File: src/rtl/sexit_pkg.sv
// Shared types for the secure-exit rendezvous controller.
package sexit_pkg;
    localparam int PIN_W = 4;   // SMI, INIT, A20M, NMI

    typedef enum logic [2:0] {
        I_IDLE, I_WAIT_EVT, I_POLL, I_CLOSE, I_FIN, I_SHUT
    } init_st_t;

    typedef enum logic [2:0] {
        R_IDLE, R_WAIT_CONT, R_HALT, R_WFS, R_SHUT
    } resp_st_t;

    typedef enum logic [1:0] {
        PRIOR_RUN   = 2'b00,
        PRIOR_HALT  = 2'b01,
        PRIOR_SLEEP = 2'b10,
        PRIOR_OTHER = 2'b11
    } prior_t;
endpackage

File: src/rtl/sexit_ack_collect.sv
// Acknowledge collector: one sticky bit per responder, cleared by the
// exit broadcast. Done is the AND over active responders.
// Assumes the active set is stable during a rendezvous.
module sexit_ack_collect #(
    parameter int N_RESP = 4
) (
    input  logic              clk,
    input  logic              rst_n,
    input  logic              clr,
    input  logic [N_RESP-1:0] ack_in,
    input  logic [N_RESP-1:0] active,
    output logic [N_RESP-1:0] ack_vec,
    output logic              all_done
);
    logic [N_RESP-1:0] vec_q;

    // Accumulate acknowledges; clear on each new broadcast.
    always_ff @(posedge clk) begin
        if (!rst_n)    vec_q <= '0;
        else if (clr)  vec_q <= '0;
        else           vec_q <= vec_q | ack_in;
    end

    assign ack_vec  = vec_q;
    assign all_done = &(vec_q | ~active);

    p_clear_on_bcast_r3: assert property (@(posedge clk) disable iff (!rst_n)
        clr |=> (ack_vec == '0));

    p_no_spurious_bit_r4: assert property (@(posedge clk) disable iff (!rst_n)
        1'b1 |=> ((ack_vec & ~$past(ack_vec) & ~$past(ack_in)) == '0));
endmodule

File: src/rtl/sexit_init_seq.sv
// Initiator sequencer: opens the session, broadcasts exit, waits for
// its own exit event, polls for all acknowledges, then issues continue
// and close on consecutive cycles, clears the session flag and unmasks
// its pin events. Assumes exit_req and sess_open are single-cycle.
module sexit_init_seq
    import sexit_pkg::*;
(
    input  logic             clk,
    input  logic             rst_n,
    input  logic             sess_open,
    input  logic             exit_req,
    input  logic             init_virt,
    input  logic             all_done,
    output logic             exit_bcast,
    output logic             cont_msg,
    output logic             close_msg,
    output logic             sess_flag,
    output logic [PIN_W-1:0] init_pin_mask,
    output logic             init_shutdown,
    output logic             init_done,
    output logic             sess_start
);
    init_st_t         st_q;
    logic             flag_q, bcast_q, cont_q, close_q, done_q;
    logic [PIN_W-1:0] mask_q;

    // Session start is accepted only when idle with no session active.
    assign sess_start = sess_open && (st_q == I_IDLE) && !flag_q;

    // Main sequencing FSM with single-cycle message pulses.
    always_ff @(posedge clk) begin
        if (!rst_n) begin
            st_q    <= I_IDLE;
            flag_q  <= 1'b0;
            mask_q  <= '0;
            bcast_q <= 1'b0;
            cont_q  <= 1'b0;
            close_q <= 1'b0;
            done_q  <= 1'b0;
        end else begin
            bcast_q <= 1'b0;
            cont_q  <= 1'b0;
            close_q <= 1'b0;
            done_q  <= 1'b0;
            case (st_q)
                I_IDLE: begin
                    if (sess_start) begin
                        flag_q <= 1'b1;
                        mask_q <= '1;
                    end else if (exit_req && flag_q) begin
                        bcast_q <= 1'b1;
                        st_q    <= I_WAIT_EVT;
                    end
                end
                I_WAIT_EVT: begin
                    if (bcast_q) st_q <= init_virt ? I_SHUT : I_POLL;
                end
                I_POLL: begin
                    if (all_done) begin
                        cont_q <= 1'b1;
                        st_q   <= I_CLOSE;
                    end
                end
                I_CLOSE: begin
                    close_q <= 1'b1;
                    st_q    <= I_FIN;
                end
                I_FIN: begin
                    flag_q <= 1'b0;
                    mask_q <= '0;
                    done_q <= 1'b1;
                    st_q   <= I_IDLE;
                end
                default: st_q <= I_SHUT;
            endcase
        end
    end

    assign exit_bcast    = bcast_q;
    assign cont_msg      = cont_q;
    assign close_msg     = close_q;
    assign sess_flag     = flag_q;
    assign init_pin_mask = mask_q;
    assign init_shutdown = (st_q == I_SHUT);
    assign init_done     = done_q;

    p_bcast_needs_flag_r2: assert property (@(posedge clk) disable iff (!rst_n)
        exit_bcast |-> sess_flag);

    p_close_after_cont_r7: assert property (@(posedge clk) disable iff (!rst_n)
        cont_msg |=> (close_msg && !cont_msg));

    p_cont_needs_done_r7: assert property (@(posedge clk) disable iff (!rst_n)
        cont_msg |-> $past(all_done));

    p_msgs_exclusive_r7: assert property (@(posedge clk) disable iff (!rst_n)
        $onehot0({exit_bcast, cont_msg, close_msg}));

    p_flag_drop_r8: assert property (@(posedge clk) disable iff (!rst_n)
        close_msg |=> (!sess_flag && init_done && (init_pin_mask == '0)));

    p_shutdown_sticky_r6: assert property (@(posedge clk) disable iff (!rst_n)
        init_shutdown |=> (init_shutdown && !cont_msg));
endmodule

File: src/rtl/sexit_resp_agent.sv
// Responder agent: takes the exit event, saves its prior state and
// acknowledges (or shuts down if in virtualization operation), then on
// continue unmasks its pin events and performs the saved resume action.
// Assumes exit_evt and cont_evt are single-cycle pulses.
module sexit_resp_agent
    import sexit_pkg::*;
(
    input  logic             clk,
    input  logic             rst_n,
    input  logic             sess_start,
    input  logic             exit_evt,
    input  logic             cont_evt,
    input  logic             active,
    input  logic             virt,
    input  logic [1:0]       prior,
    output logic             ack,
    output logic [PIN_W-1:0] pin_mask,
    output logic             halted,
    output logic             wait_sipi,
    output logic             bsp_clr,
    output logic             resume,
    output logic             shutdown
);
    resp_st_t         st_q;
    prior_t           prior_q;
    logic             ack_q, bsp_q, resume_q;
    logic [PIN_W-1:0] mask_q;

    // Per-responder exit handling and resume FSM.
    always_ff @(posedge clk) begin
        if (!rst_n) begin
            st_q     <= R_IDLE;
            prior_q  <= PRIOR_RUN;
            ack_q    <= 1'b0;
            bsp_q    <= 1'b0;
            resume_q <= 1'b0;
            mask_q   <= '0;
        end else begin
            ack_q    <= 1'b0;
            bsp_q    <= 1'b0;
            resume_q <= 1'b0;
            if (sess_start && st_q != R_SHUT) begin
                st_q   <= R_IDLE;
                mask_q <= '1;
            end else begin
                case (st_q)
                    R_IDLE: begin
                        if (exit_evt && active) begin
                            if (virt) begin
                                st_q <= R_SHUT;
                            end else begin
                                ack_q   <= 1'b1;
                                prior_q <= prior_t'(prior);
                                st_q    <= R_WAIT_CONT;
                            end
                        end
                    end
                    R_WAIT_CONT: begin
                        if (cont_evt) begin
                            mask_q <= '0;
                            case (prior_q)
                                PRIOR_HALT:  st_q <= R_HALT;
                                PRIOR_SLEEP: begin
                                    bsp_q <= 1'b1;
                                    st_q  <= R_WFS;
                                end
                                default: begin
                                    resume_q <= 1'b1;
                                    st_q     <= R_IDLE;
                                end
                            endcase
                        end
                    end
                    R_HALT, R_WFS, R_SHUT: st_q <= st_q;
                    default: st_q <= R_SHUT;
                endcase
            end
        end
    end

    assign ack       = ack_q;
    assign pin_mask  = mask_q;
    assign halted    = (st_q == R_HALT);
    assign wait_sipi = (st_q == R_WFS);
    assign bsp_clr   = bsp_q;
    assign resume    = resume_q;
    assign shutdown  = (st_q == R_SHUT);

    p_shutdown_hold_r5: assert property (@(posedge clk) disable iff (!rst_n)
        shutdown |=> (shutdown && !ack));

    p_ack_only_on_event_r4: assert property (@(posedge clk) disable iff (!rst_n)
        ack |-> $past(exit_evt && active && !virt));

    p_unmask_on_cont_r9: assert property (@(posedge clk) disable iff (!rst_n)
        (cont_evt && st_q == R_WAIT_CONT) |=> (pin_mask == '0));

    p_one_action_r10: assert property (@(posedge clk) disable iff (!rst_n)
        $onehot0({bsp_clr, resume, halted && $rose(halted)}));
endmodule

File: src/rtl/sexit_rdv_ctrl.sv
// Top of the secure-exit rendezvous controller: one initiator sequencer,
// an acknowledge collector and N_RESP responder agents.
// Assumes responder inputs are stable while a rendezvous is in flight.
module sexit_rdv_ctrl
    import sexit_pkg::*;
#(
    parameter int N_RESP = 4
) (
    input  logic                      clk,
    input  logic                      rst_n,
    input  logic                      sess_open,
    input  logic                      exit_req,
    input  logic                      init_virt,
    input  logic [N_RESP-1:0]         resp_active,
    input  logic [N_RESP-1:0]         resp_virt,
    input  logic [2*N_RESP-1:0]       resp_prior,
    output logic                      exit_bcast,
    output logic                      cont_msg,
    output logic                      close_msg,
    output logic                      sess_flag,
    output logic                      all_acked,
    output logic [N_RESP-1:0]         ack_vec,
    output logic [PIN_W-1:0]          init_pin_mask,
    output logic                      init_shutdown,
    output logic                      init_done,
    output logic [N_RESP-1:0]         resp_ack,
    output logic [PIN_W*N_RESP-1:0]   resp_pin_mask,
    output logic [N_RESP-1:0]         resp_halt,
    output logic [N_RESP-1:0]         resp_wait_sipi,
    output logic [N_RESP-1:0]         resp_bsp_clr,
    output logic [N_RESP-1:0]         resp_resume,
    output logic [N_RESP-1:0]         resp_shutdown
);
    logic sess_start;

    sexit_init_seq u_init (
        .clk           (clk),
        .rst_n         (rst_n),
        .sess_open     (sess_open),
        .exit_req      (exit_req),
        .init_virt     (init_virt),
        .all_done      (all_acked),
        .exit_bcast    (exit_bcast),
        .cont_msg      (cont_msg),
        .close_msg     (close_msg),
        .sess_flag     (sess_flag),
        .init_pin_mask (init_pin_mask),
        .init_shutdown (init_shutdown),
        .init_done     (init_done),
        .sess_start    (sess_start)
    );

    sexit_ack_collect #(.N_RESP(N_RESP)) u_ack (
        .clk      (clk),
        .rst_n    (rst_n),
        .clr      (exit_bcast),
        .ack_in   (resp_ack),
        .active   (resp_active),
        .ack_vec  (ack_vec),
        .all_done (all_acked)
    );

    for (genvar g = 0; g < N_RESP; g++) begin : g_resp
        sexit_resp_agent u_agent (
            .clk       (clk),
            .rst_n     (rst_n),
            .sess_start(sess_start),
            .exit_evt  (exit_bcast),
            .cont_evt  (cont_msg),
            .active    (resp_active[g]),
            .virt      (resp_virt[g]),
            .prior     (resp_prior[2*g +: 2]),
            .ack       (resp_ack[g]),
            .pin_mask  (resp_pin_mask[PIN_W*g +: PIN_W]),
            .halted    (resp_halt[g]),
            .wait_sipi (resp_wait_sipi[g]),
            .bsp_clr   (resp_bsp_clr[g]),
            .resume    (resp_resume[g]),
            .shutdown  (resp_shutdown[g])
        );
    end
endmodule

File: config.mk
export PLATFORM = sky130hd
export DESIGN_NAME = sexit_rdv_ctrl
export DESIGN_NICKNAME = d
export VERILOG_FILES = /design/src/rtl/sexit_pkg.sv /design/src/rtl/sexit_ack_collect.sv /design/src/rtl/sexit_init_seq.sv /design/src/rtl/sexit_resp_agent.sv /design/src/rtl/sexit_rdv_ctrl.sv
export SDC_FILE = /design/constraint.sdc
export NUM_CORES = 1
export LEC_CHECK = 0
export BUFFER_PORTS_ARGS = -buffer_cell sky130_fd_sc_hd__buf_2
export CAP_MARGIN = 15
export CORE_UTILIZATION = 55
export CTS_CLUSTER_DIAMETER = 40
export CTS_CLUSTER_SIZE = 20
export DETAILED_ROUTE_END_ITERATION = 8
export HOLD_SLACK_MARGIN = 0.06
export PLACE_DENSITY_LB_ADDON = 0.1
export REMOVE_ABC_BUFFERS = 1
export SLEW_MARGIN = 10
export SYNTH_ARGS = -nofsm -noshare
export SYNTH_HDL_FRONTEND = slang
export SYNTH_SLANG_ARGS = --single-unit
File: constraint.sdc
create_clock -name clk -period 2.3 [get_ports clk]
set_clock_uncertainty 0.15 [all_clocks]
set_input_delay 0.115 -clock clk [delete_from_list [all_inputs] [get_ports clk]]
set_output_delay 0.115 -clock clk [all_outputs]
set_load 0.02 [all_outputs]
# [Word level (Yosys, flattened, before mapping)]
# Cells that the tools add are included.
[classes] eq_ne=46 n_mux=55 bitwise=30 reduce_logical=64
[ops] op="$mux 3" count=17
[ops] op="$mux 4" count=10
[ops] op="$pmux 3 s3" count=4
[ops] op="$reduce_or 4->1" count=8
[ops] op="$eq 3x2->1 const B" count=10
[ops] op="$not 1->1" count=27
[ops] op="$reduce_and 4->1" count=6
[ops] op="$eq 3x3->1 const B" count=6
[ops] op="$reduce_bool 2->1" count=9
[ops] op="$reduce_or 2->1" count=9
[ops] op="$mux 1" count=17
[ops] op="$pmux 2 s2" count=4
[ops] op="$eq 3x1->1 const B" count=5
[ops] op="$logic_not 3->1" count=5
[ops] op="$pmux 3 s5" count=1
[ops] op="$reduce_or 3->1" count=5
[ops] op="$ne 2x2->1 const B" count=7
[ops] op="$ne 2x1->1 const B" count=6
[ops] op="$ne 3x3->1 const B" count=4
[ops] op="$reduce_and 2->1" count=6
[ops] op="$reduce_and 3->1" count=4
[ops] op="$logic_and 1x1->1" count=11
[ops] op="$eq 2x1->1 const B" count=4
[ops] op="$eq 2x2->1 const B" count=4
[ops] op="5 further kinds" count=6
[totals] regBits=64 inputBits=21 out_inout_bits=55

# [Longest topological paths before layout]
# Gate-level depths: netlist (run 1).
[depth] word_depth=6 mapped_depth=5 mapped_depth_nobuf=5

# [Hierarchy]
# From an unflattened synthesis (run 1), not the netlist that was laid out.
[hier_totals] cells_unflattened=275 hier_area_um2=2477.4
[modules_own_cells] mod="sexit_resp_agent at g_resp[0].u_agent ..." n_inst=3 cells_per_inst=54 area_each_um2=480.5
[modules_own_cells] mod="sexit_resp_agent at g_resp[3].u_agent" n_inst=1 cells_per_inst=49 area_each_um2=450.4
[modules_own_cells] mod="sexit_init_seq" n_inst=1 cells_per_inst=46 area_each_um2=419.2
[modules_own_cells] mod="sexit_ack_collect" n_inst=1 cells_per_inst=18 area_each_um2=166.4

# [Least setup slack after synthesis (run 1)]
# Ideal clock, no wire load.
[synth_path] path_type="reg-to-reg" start="register u_ack.vec_q[3], in the netlist u_ack.ack_vec[3]" end="register u_init.st_q[0]" setup_time_ns=0.061 arrival_ns=1.492 required_time_ns=2.089 setup_slack_ns=0.596 path_stages_with_launch=4 n_path_buf=0 path_cell_list="dfxtp_1 inv_1 a2111oi_2 o2111a_1"
[synth_between] elab_chain_cells=4
[synth_rtl] item="start, declared" line="sexit_ack_collect.sv:15" rtl="logic [N_RESP-1:0] vec_q;"
[synth_rtl] item="start signal, assigned" line="sexit_ack_collect.sv:21" rtl="else vec_q <= vec_q | ack_in;"
[synth_rtl] item="$or 4x4->4" line="sexit_ack_collect.sv:25" rtl="assign all_done = &(vec_q | ~active);"
[synth_rtl] item="$reduce_and 4->1" line="sexit_ack_collect.sv:25"
[synth_rtl] item="via all_acked" line="sexit_rdv_ctrl.sv:21" rtl="output logic all_acked,"
[synth_rtl] item="$ne 2x2->1 (no source line)"
[synth_rtl] item="$reduce_and 4->1 (no source line)"
[synth_rtl] item="end signal, assigned" line="sexit_init_seq.sv:56" rtl="if (bcast_q) st_q <= init_virt ? I_SHUT : I_POLL;"
[synth_rtl] item="end, declared" line="sexit_init_seq.sv:23" rtl="init_st_t st_q;"
# The timed path passes the listed nets, and every way through them passes these cells.
# A chain may end at the register's enable or synchronous reset.

# [Worst setup path after layout (run 1)]
[layout_path] start="register u_init.st_q[2]" end="register g_resp[2].u_agent.prior_q[1]"
[layout_between] elab_chain_cells=6
[layout_rtl] item="$logic_not 3->1" line="sexit_init_seq.sv:28" rtl="assign sess_start = sess_open && (st_q == I_IDLE) && !flag_q;"
[layout_rtl] item="$logic_and 1x1->1 (2 in a row)" line="sexit_init_seq.sv:28"
[layout_rtl] item="$logic_and 1x1->1" line="sexit_resp_agent.sv:42" rtl="if (sess_start && st_q != R_SHUT) begin"
[layout_rtl] item="$not 1->1 (no source line)"
[layout_rtl] item="$reduce_and 4->1 (no source line)"
[layout_rtl] item="end signal, assigned" line="sexit_resp_agent.sv:53" rtl="prior_q <= prior_t'(prior);"
[layout_rtl] item="end, declared" line="sexit_resp_agent.sv:25" rtl="prior_t prior_q;"
# No other way between the ends.

==> impl_metrics.toml, run 1 <==
[layout]
final_nets = 360
seq_area_um2 = 962
fillers = 384
multi_input_area_um2 = 1190
fin_util_pct = 66.8
antenna_cells = 0
synthToLayoutAreaGrowth_pct = 14.6
drive_gt1_share_pct = 31.1

[routing]
viasPerCell = 5.41
vias = 2088
drtPass1Iterations = 4
drc = 0
ant_nets = 0
wl_per_cell_um = 14.0
finalWirelength_mm = 5.39
drt_iter0_markers = 119

[grt]
grt_start_max_net_pins = 26
grt_pass1_wl_mm = 8.67
grt_usage_pct = 22.4
met1_usage_pct = 28.6
antenna_found_initial = 0
gr-max-usage-layer = "met2"
grt_remaining_overflow = 0
grt_pass1_vias = 1856
use_met2_pct = 37.5
met3_usage_pct = 5.34

[setup_path]
worstPathArrival_ps = 2280
crit_path_max_fanout = 11
start_kind = "flip-flop"
end_kind = "flip-flop"
crit_type = "flip-flop to flip-flop"
required_ps = 2390

[clock_network]
htree_levels = 2
cts_max_path_buffers = 2
cts_tree = "done"
clk_latency_ps = 300
clk_pin_slew_ps = 80
cts.sinks = 48
cts-root-buf = "clkbuf_8"
numCtsBuffers = 5

[sta]
finalCritPeriodShare_pct = 95.3
final_hold_viol_count = 0
fmax_mhz = 456
setup_viol = 0
final.setup.tns_ps = 0
slew_viol_final = 0
slew_headroom_pct = 65.3
setup_ws_ps = 108
tightest_slew_ps = 520
fin_crit_ps = 2190
rsz0062_at_grt = "false"

[place]
dpl.hpwl_mm = 3.75
io_buffers = 75
gp_congestion = 0.856
post-place-ws_ps = 652

[floorplanning]
dieArea_um2 = 4950
rows = 24
die_w_um = 70.4
start_util_pct = 58.3
coreArea_um2 = 4410
ios = 76
die_h_um = 70.4

[logic_synthesis]
ys_ff_latch = 48
synth_ff_type = "dfxtp_1"
yosysUniqueCellTypes = 56
async_flop_share_pct = 0
syn_avg_cell_area_um2 = 9.09
synth_edf_count = 0
ys_warn_count = 0
synthCells = 283
seq_area_frac_synth_pct = 37.4
syn_area_um2 = 2570

[power_and_ir_drop]
irDropWorstVdd_mv = 0.312
power_mw = 1.63
p_per_area_nw_per_um2 = 554
p_leak_nw = 1.37

[run]
maxCapViolCount = 0

[min_path]
hp-class = "input pin to flip-flop"

[run_status]
status = "complete, no violations"
where the power goes:
group	switching (mW)	internal, mW
Clock	0.277	0.246
Sequential	0.0217	0.845
Combinational	0.142	0.101
Total	0.441	1.19
through the flow:
step | instance area (µm²) | instances | hold WS [ps]
after detailed placement | 2680 | 360 | 220
after global placement | 2680 | 360 | 214
final | 2950 | 386 | 105
after global routing | 2950 | 386 | 95.8
after CTS | 2950 | 386 | 88.6
after floorplan | 2210 | 229 | 38.5
sequential cells by signal (all words and copies together), names as in the netlist:
| name | count |
|---|---|
| g_resp.u_agent.prior_q | 8 |
| g_resp.u_agent.ack | 4 |
| g_resp.u_agent.resume | 4 |
| u_init.close_msg | 1 |
| u_init.init_done | 1 |
| g_resp.u_agent.bsp_clr | 4 |
| u_ack.ack_vec | 4 |
| u_init.exit_bcast | 1 |
| g_resp.u_agent.pin_mask | 4 |
| u_init.cont_msg | 1 |
| g_resp.u_agent.st_q | 12 |
| u_init.st_q | 3 |
| u_init.init_pin_mask | 1 |
per-layer routing:
layer / vias to the layer above / share of wire (%)
met1: 975 / 47
li1: 1045 / -
met5: - / 0
met2: 62 / 47
met3: 6 / 4.3
met4: 0 / 1.0
synthesized netlist by cell type (all sizes together), types with 3 or more instances:
library cell	count	area (µm²)
buf	47	338
mux2i	8	80.1
o21ai	7	38.8
nor2	24	90.1
a31oi	4	37.5
or3b	6	55.1
nand2	20	75.1
clkbuf	7	27.5
nor3b	4	35.0
nand4bb	3	50.1
o211ai	3	22.5
a21oi	4	20.0
nor4b	3	32.5
dfxtp	48	961
nand2b	7	43.8
and3	14	87.6
a211oi	4	35.0
nor2b	7	43.8
a32oi	3	26.3
nor4	3	18.8
and2	3	18.8
inv	15	56.3
nor3	3	15.0
ha	6	75.1
path summary, 6_finish.rpt:
check	to	slack, ps	startpoint	depth (start not counted)
max	g_resp[2].u_agent.prior_q[1]	110	u_init.st_q[2]	5
max reg2reg	g_resp[2].u_agent.prior_q[1]	110	u_init.st_q[2]	5
min	u_init.cont_msg	100	resp_active[3]	3
min reg2reg	g_resp[1].u_agent.prior_q[0]	320	g_resp[1].u_agent.prior_q[0]	2
cell families after synthesis:
group / share of synthesized area (%)
AND/OR/NAND/NOR: 26.5
buffers and inverters: 16.4
flip-flops: 37.4
AO/OA/AOI/OAI: 13.3
multiplexers: 3.55
adder cells (fa/ha/maj): 2.92
critical path, cell delays in order (launching register included):
cell,delay (ps)
dfxtp_1,500
nor2_1,90
buf_4,200
a2111oi_4,410
mux2i_1,230
dlygate4sd3_1,560
cell usage in the layout, fill, tap and decap left out, drive strengths merged, types with 8 or more instances in the layout:
master	n
buf	79
clkbuf	8
nor2	24
dlygate4sd3	18
dfxtp	48
mux2i	8
and3	14
inv	15
nand2	20
layout make-up:
cell class	instances	share of cell area, %
tap	52	2.21
multi-input combinational	166	40.3
clock buffer	8	3.05
inverter	15	1.91
sequential	48	32.6
timing repair buffer	97	19.9
timing repair:
item / 4_1_cts / 5_1_grt
gates resized for setup: 0 / 1
hold endpoints to repair: 18 / 0
buffers inserted: 0 / 0
hold buffers: 18 / 0
setup endpoints to repair: 0 / 1
Note: power is estimated with default switching activity, not from simulation.
==> run 2, diff against run 1 <==
--- a/config.mk
+++ b/config.mk
@@ -7,7 +7,7 @@
 export LEC_CHECK = 0
 export BUFFER_PORTS_ARGS = -buffer_cell sky130_fd_sc_hd__buf_2
 export CAP_MARGIN = 15
-export CORE_UTILIZATION = 55
+export CORE_UTILIZATION = 56
 export CTS_CLUSTER_DIAMETER = 40
 export CTS_CLUSTER_SIZE = 20
 export DETAILED_ROUTE_END_ITERATION = 8
==> run 2 against run 1 <==
Against the previous run:
- worst setup slack better by 5.7 ps
- worst hold slack got worse by 13 ps
- fmax is 0.26% higher
- sequential power about the same
- die area is 1.7% lower
- critical endpoint unchanged
- non-clock buffer count fell by 1
- clock power decreased by 1%
- total power decreased by 0.69%
- cell count down 0.26%
- sequential cell count unchanged
- count of clock-buffer cells in the layout fell by 1
==> impl_metrics.toml, run 2 (synthesis results as in run 1) <==
[setup_path]
crit_path_max_fanout = 13
worstPathArrival_ps = 2280
cp_slowest_stage_delay_ps = 550
critical_path_buf_inv_count = 2
end_kind = "flip-flop"
crit_type = "flip-flop to flip-flop"
r2r_slack_ps = 110
endpoint = "g_resp[2].u_agent.prior_q[1]"
start_kind = "flip-flop"
critPathLaunch = "u_init.st_q[0]"
cp.depth = 5
rr_endpoint = "g_resp[2].u_agent.prior_q[1]"
required_ps = 2390
worstReg2RegStart = "u_init.st_q[0]"
cp_slowest_cell = "dlygate4sd3_1"
crit_path_cell_trace = "nor3b_2, buf_4, a2111oi_4, mux2i_1, dlygate4sd3_1"
reg2reg_depth = 5
cpLargestDelayFamily = "buffers and inverters"

[layout]
layout_common_cells = "buf_2, dfxtp_1, nor2_1, nand2_1, dlygate4sd3_1"
synthToLayoutAreaGrowth_pct = 14.5
top_register = "g_resp.u_agent.st_q"
final_nets = 359
antenna_cells = 0
top_regs = "g_resp.u_agent.st_q x12, g_resp.u_agent.prior_q x8"
largest_reg_flops = 12
stdcell_count = 385
drive_gt1_share_pct = 31.2
layout_commonest_cell = "buf_2"

[run]
maxCapViolCount = 0

[routing]
finalWirelength_mm = 5.32
vias = 2100
ant_nets = 0
drc = 0
wl_per_cell_um = 13.8
viasPerCell = 5.45
drtPass1Iterations = 4
drt_iter0_markers = 78

[clock_network]
clk_pin_slew_ps = 90
cts_max_path_buffers = 2
post_cts.repair.setup_buffers = 0
cts.sinks = 48
clk_latency_ps = 290
numCtsBuffers = 5
cts-root-buf = "clkbuf_8"
htree_levels = 2
cts_tree = "done"

[grt]
grt_pass1_wl_mm = 8.80
met3_usage_pct = 5.23
antenna_found_initial = 0
grt_usage_pct = 22.5
met1_usage_pct = 29.4
grt_start_max_net_pins = 26
gr-max-usage-layer = "met2"
grt_remaining_overflow = 0
use_met2_pct = 36.9
grt_pass1_vias = 1922

[sta]
slew_viol_final = 0
fin_crit_ps = 2190
final_hold_viol_count = 0
tightest_slew_ps = 517
fmax_mhz = 457
finalCritPeriodShare_pct = 95.1
setup_viol = 0
setup_ws_ps = 113
rsz0062_at_grt = "false"
slew_headroom_pct = 65.5
final.setup.tns_ps = 0

[place]
gp_congestion = 0.770
dpl.hpwl_mm = 3.77
post-place-cells = 359
io_buffers = 75
post-place-ws_ps = 661

[floorplanning]
coreArea_um2 = 4380
start_util_pct = 58.7
die_w_um = 69.8
die_h_um = 69.8
ios = 76
rows = 24
dieArea_um2 = 4870

[power_and_ir_drop]
p_leak_nw = 1.37
power_mw = 1.62
p_per_area_nw_per_um2 = 551
irDropWorstVdd_mv = 0.340

[run_status]
status = "complete, no violations"

[min_path]
hp-class = "input pin to flip-flop"
[run 2: how the worst min path moves through the flow]
stage	from	to	slack [ps]	cells after the start
global route	resp_active[3]	u_init.cont_msg	100	3
global placement	resp_prior[4]	g_resp[2].u_agent.prior_q[0]	220	3
CTS	resp_active[3]	u_init.cont_msg	80	3
finish	resp_active[3]	u_init.cont_msg	90	3
floorplan	resp_virt[2]	g_resp[2].u_agent.ack	40	1
detailed placement	resp_prior[5]	g_resp[2].u_agent.prior_q[1]	220	3
[run 2: area by class of cell]
class,instances,area [µm²]
clock inverters,1,7.51
repair buffers,96,578
multi-input cells,166,1190
clock buffers,7,86.3
well taps,52,65.1
fillers,399,1440
inverters,15,56.3
flip-flops and latches,48,962
[run 2: repair_timing]
action | in CTS | in global routing
resized for setup | 0 | 1
hold buffers | 18 | 0
endpoints found under the hold margin | 18 | 0
endpoints found under the setup margin | 0 | 1
[run 2: power breakdown]
part / switching, mW / internal, mW / total [mW]
sequential: 0.0213 / 0.845 / 0.867
combinational: 0.142 / 0.0983 / 0.240
clock: 0.272 / 0.245 / 0.516
[run 2: stage by stage]
| stage | hold WS, ps | utilization (%) | cell area, µm² |
|---|---|---|---|
| 2_1_floorplan | 38.5 | - | 2210 |
| 3_3_place_gp | 216 | 60.9 | 2670 |
| 3_5_place_dp | 218 | 60.9 | 2670 |
| 4_1_cts | 84.4 | 67.2 | 2940 |
| 5_1_grt | 99.7 | 67.2 | 2950 |
| 6_report | 91.3 | 67.2 | 2950 |
[run 2: worst min-delay path, stage by stage]
cell,delay [ps]
buf_2,100
a2111oi_2,90
and4b_1,180
[run 2: layer usage]
layer  wire length, µm  vias up
met4                27        0
met5                 0        -
met2              2520       68
met3               280        2
li1                  -     1045
met1              2490      985
==> run 3, diff against run 2 <==
--- a/config.mk
+++ b/config.mk
@@ -5,9 +5,10 @@
 export SDC_FILE = /design/constraint.sdc
 export NUM_CORES = 1
 export LEC_CHECK = 0
+export ABC_AREA = 1
 export BUFFER_PORTS_ARGS = -buffer_cell sky130_fd_sc_hd__buf_2
 export CAP_MARGIN = 15
-export CORE_UTILIZATION = 56
+export CORE_UTILIZATION = 38
 export CTS_CLUSTER_DIAMETER = 40
 export CTS_CLUSTER_SIZE = 20
 export DETAILED_ROUTE_END_ITERATION = 8
==> run 3 against run 2 <==
Against the previous run:
- cell area grew 4.2%
- count of clock-buffer cells in the layout down 2
- fmax is 10% higher
- die area rose by 49%
- via count increased by 15%
- non-clock buffer count down 1
- routed wire length is 13% higher
- clock power about the same
- sequential cell count unchanged
- combinational power grew to 4.0 times the previous value
- area after synthesis grew 2.1%
- critical endpoint is now g_resp[3].u_agent.prior_q[0]
- largest cell class unchanged
==> impl_metrics.toml, run 3 <==
[logic_synthesis]
synth.area.top_cells = "dfxtp_1, buf_4, nor2_1, nand2_1, inv_1"
yosysUniqueCellTypes = 26
synth_ff_type = "dfxtp_1"
syn_avg_cell_area_um2 = 6.91
async_flop_share_pct = 0
synthCells = 380
yosysMostFrequentCell = "nor2_1"
ys_ff_latch = 48
synth_commonest_cells = "nor2_1, nand2_1, inv_1, dfxtp_1, buf_4"
yosysTopAreaCell = "dfxtp_1"
seq_area_frac_synth_pct = 36.6
synth_edf_count = 0
ys_warn_count = 0
syn_area_um2 = 2630
synth_top_cell_area_share_pct = 36.6

[grt]
grt_pass1_wl_mm = 9.89
grt_pass1_vias = 2141
grt_start_max_net_pins = 17
grt_remaining_overflow = 0
antenna_found_initial = 0
grt_usage_pct = 17.2

[layout]
multi_input_area_um2 = 1120
largest_reg_flops = 12
top_regs = "g_resp.u_agent.st_q x12, g_resp.u_agent.prior_q x8"
seq_area_um2 = 961
drive_gt1_share_pct = 24.1
top_register = "g_resp.u_agent.st_q"
design_area_um2 = 3070
fin_util_pct = 47.3
layout_commonest_cell = "buf_2"
final_nets = 466
synthToLayoutAreaGrowth_pct = 16.9
layout_common_cells = "buf_2, nor2_1, nand2_1, inv_1, dfxtp_1"
antenna_cells = 0
fillers = 657

[clock_network]
clk_pin_slew_ps = 90
cts.sinks = 48
post_cts.repair.setup_buffers = 0
clk_latency_ps = 310
cts_tree = "done"
cts_resized = 0
cts-root-buf = "clkbuf_8"
cts_max_path_buffers = 2
ctsHoldBuffers = 20
htree_levels = 2
numCtsBuffers = 5

[floorplanning]
rows = 29
dieArea_um2 = 7250
die_w_um = 85.1
ios = 76
die_h_um = 85.1
coreArea_um2 = 6490
start_util_pct = 40.4

[routing]
drt_iter0_markers = 120
drtPass1Iterations = 4
vias = 2411
viasPerCell = 4.66
finalWirelength_mm = 6.03
wl_per_cell_um = 11.7
ant_nets = 0
drc = 0

[power_and_ir_drop]
p_per_area_nw_per_um2 = 807
irDropWorstVdd_mv = 0.446
p_leak_nw = 1.56

[run]
maxCapViolCount = 0

[setup_path]
crit_path_cell_trace = "nand2_1, nor3_1, nand3_1, nand2_1, dlygate4sd3_1, nor2_1"
critical_path_buf_inv_count = 1
r2r_slack_ps = 320
start_kind = "flip-flop"
crit_type = "flip-flop to flip-flop"
cp_slowest_stage_delay_ps = 560
cp_slowest_cell = "dlygate4sd3_1"
worstReg2RegStart = "u_init.exit_bcast"
reg2reg_depth = 6
worstPathArrival_ps = 2040
required_ps = 2350
end_kind = "flip-flop"
path_common_cell = "nand2_1"
cpLargestDelayFamily = "simple AND/OR/NAND/NOR gates"
crit_path_max_fanout = 6
rr_endpoint = "g_resp[3].u_agent.prior_q[0]"

[place]
io_buffers = 75
gp_congestion = 0.832
dpl.hpwl_mm = 4.49
postPlaceCellArea_um2 = 2780

[sta]
fmax_mhz = 504
tightest_slew_ps = 335
slew_viol_final = 0
final_hold_viol_count = 0
rsz0062_at_grt = "false"
slew_headroom_pct = 77.7
fin_crit_ps = 1980
finalCritPeriodShare_pct = 86.2
final.setup.tns_ps = 0
setup_viol = 0
hold_ws_ps = 73.7

[min_path]
holdPathStages = 5
hold_start = "resp_active[1]"
hold-path-endpoint = "g_resp[1].u_agent.ack"
hp-class = "input pin to flip-flop"

[run_status]
status = "complete, no violations"
## run 3: layer usage
layer / vias up / share of wire, % / track usage [%]
met4: 0 / 0.89 / 4.47
li1: 1259 / - / -
met2: 84 / 43 / 27.9
met5: - / 0 / 0
met3: 5 / 5.8 / 3.11
met1: 1063 / 50 / 23.6
## run 3: kinds of logic (layout without fill, tap and decap cells)
group                      count (synthesis)  count (layout)  share of synthesized area (%)
DFF                                       48              48                           36.6
buffers and inverters                    103             163                           20.8
adders and majority gates                  6               6                           2.86
and+or+nand+nor                          194             194                           33.9
AOI/OAI and AO/OA                         29              29                           5.81
## run 3: area by class of cell
class | instances | area share [%]
Inverter | 60 | 7.34
Clock buffer | 5 | 2.24
Tap cell | 77 | 3.14
Sequential cell | 48 | 31.3
Clock inverter | 3 | 0.775
Timing Repair Buffer | 95 | 18.8
Multi-Input combinational cell | 229 | 36.4
## run 3: worst max path at each step
stage	slack, ps	from	cells after the start	to
CTS	350	u_init.st_q[2]	8	g_resp[2].u_agent.prior_q[1]
global route	200	u_init.st_q[0]	8	g_resp[1].u_agent.prior_q[1]
detailed placement	780	u_init.init_pin_mask[2]	6	g_resp[2].u_agent.prior_q[0]
floorplan	270	u_init.init_pin_mask[2]	6	g_resp[3].u_agent.st_q[1]
finish	320	u_init.exit_bcast	6	g_resp[3].u_agent.prior_q[0]
global placement	820	u_init.init_pin_mask[2]	6	g_resp[3].u_agent.st_q[1]
## run 3: worst reg2reg max path: cells and delay by family, from the launching register on
| family | cells | cell delay (ps) |
|---|---|---|
| simple gates | 5 | 700 |
| flops | 1 | 470 |
| buf+inv | 1 | 560 |
## run 3: per-stage QoR
stage,worst slack (ps),cells,total power [mW]
after detailed placement,782,489,1.95
after global routing,204,517,2.65
after global placement,819,489,1.95
after floorplan,270,337,1.68
after CTS,350,517,2.50
final,317,517,2.48
## run 3: power breakdown
| group | total, mW | internal (mW) | switching (mW) | leakage [nW] |
|---|---|---|---|---|
| registers | 0.994 | 0.903 | 0.0909 | 0.388 |
| logic | 0.962 | 0.322 | 0.641 | 1.13 |
| clock network | 0.519 | 0.216 | 0.303 | 0.0404 |
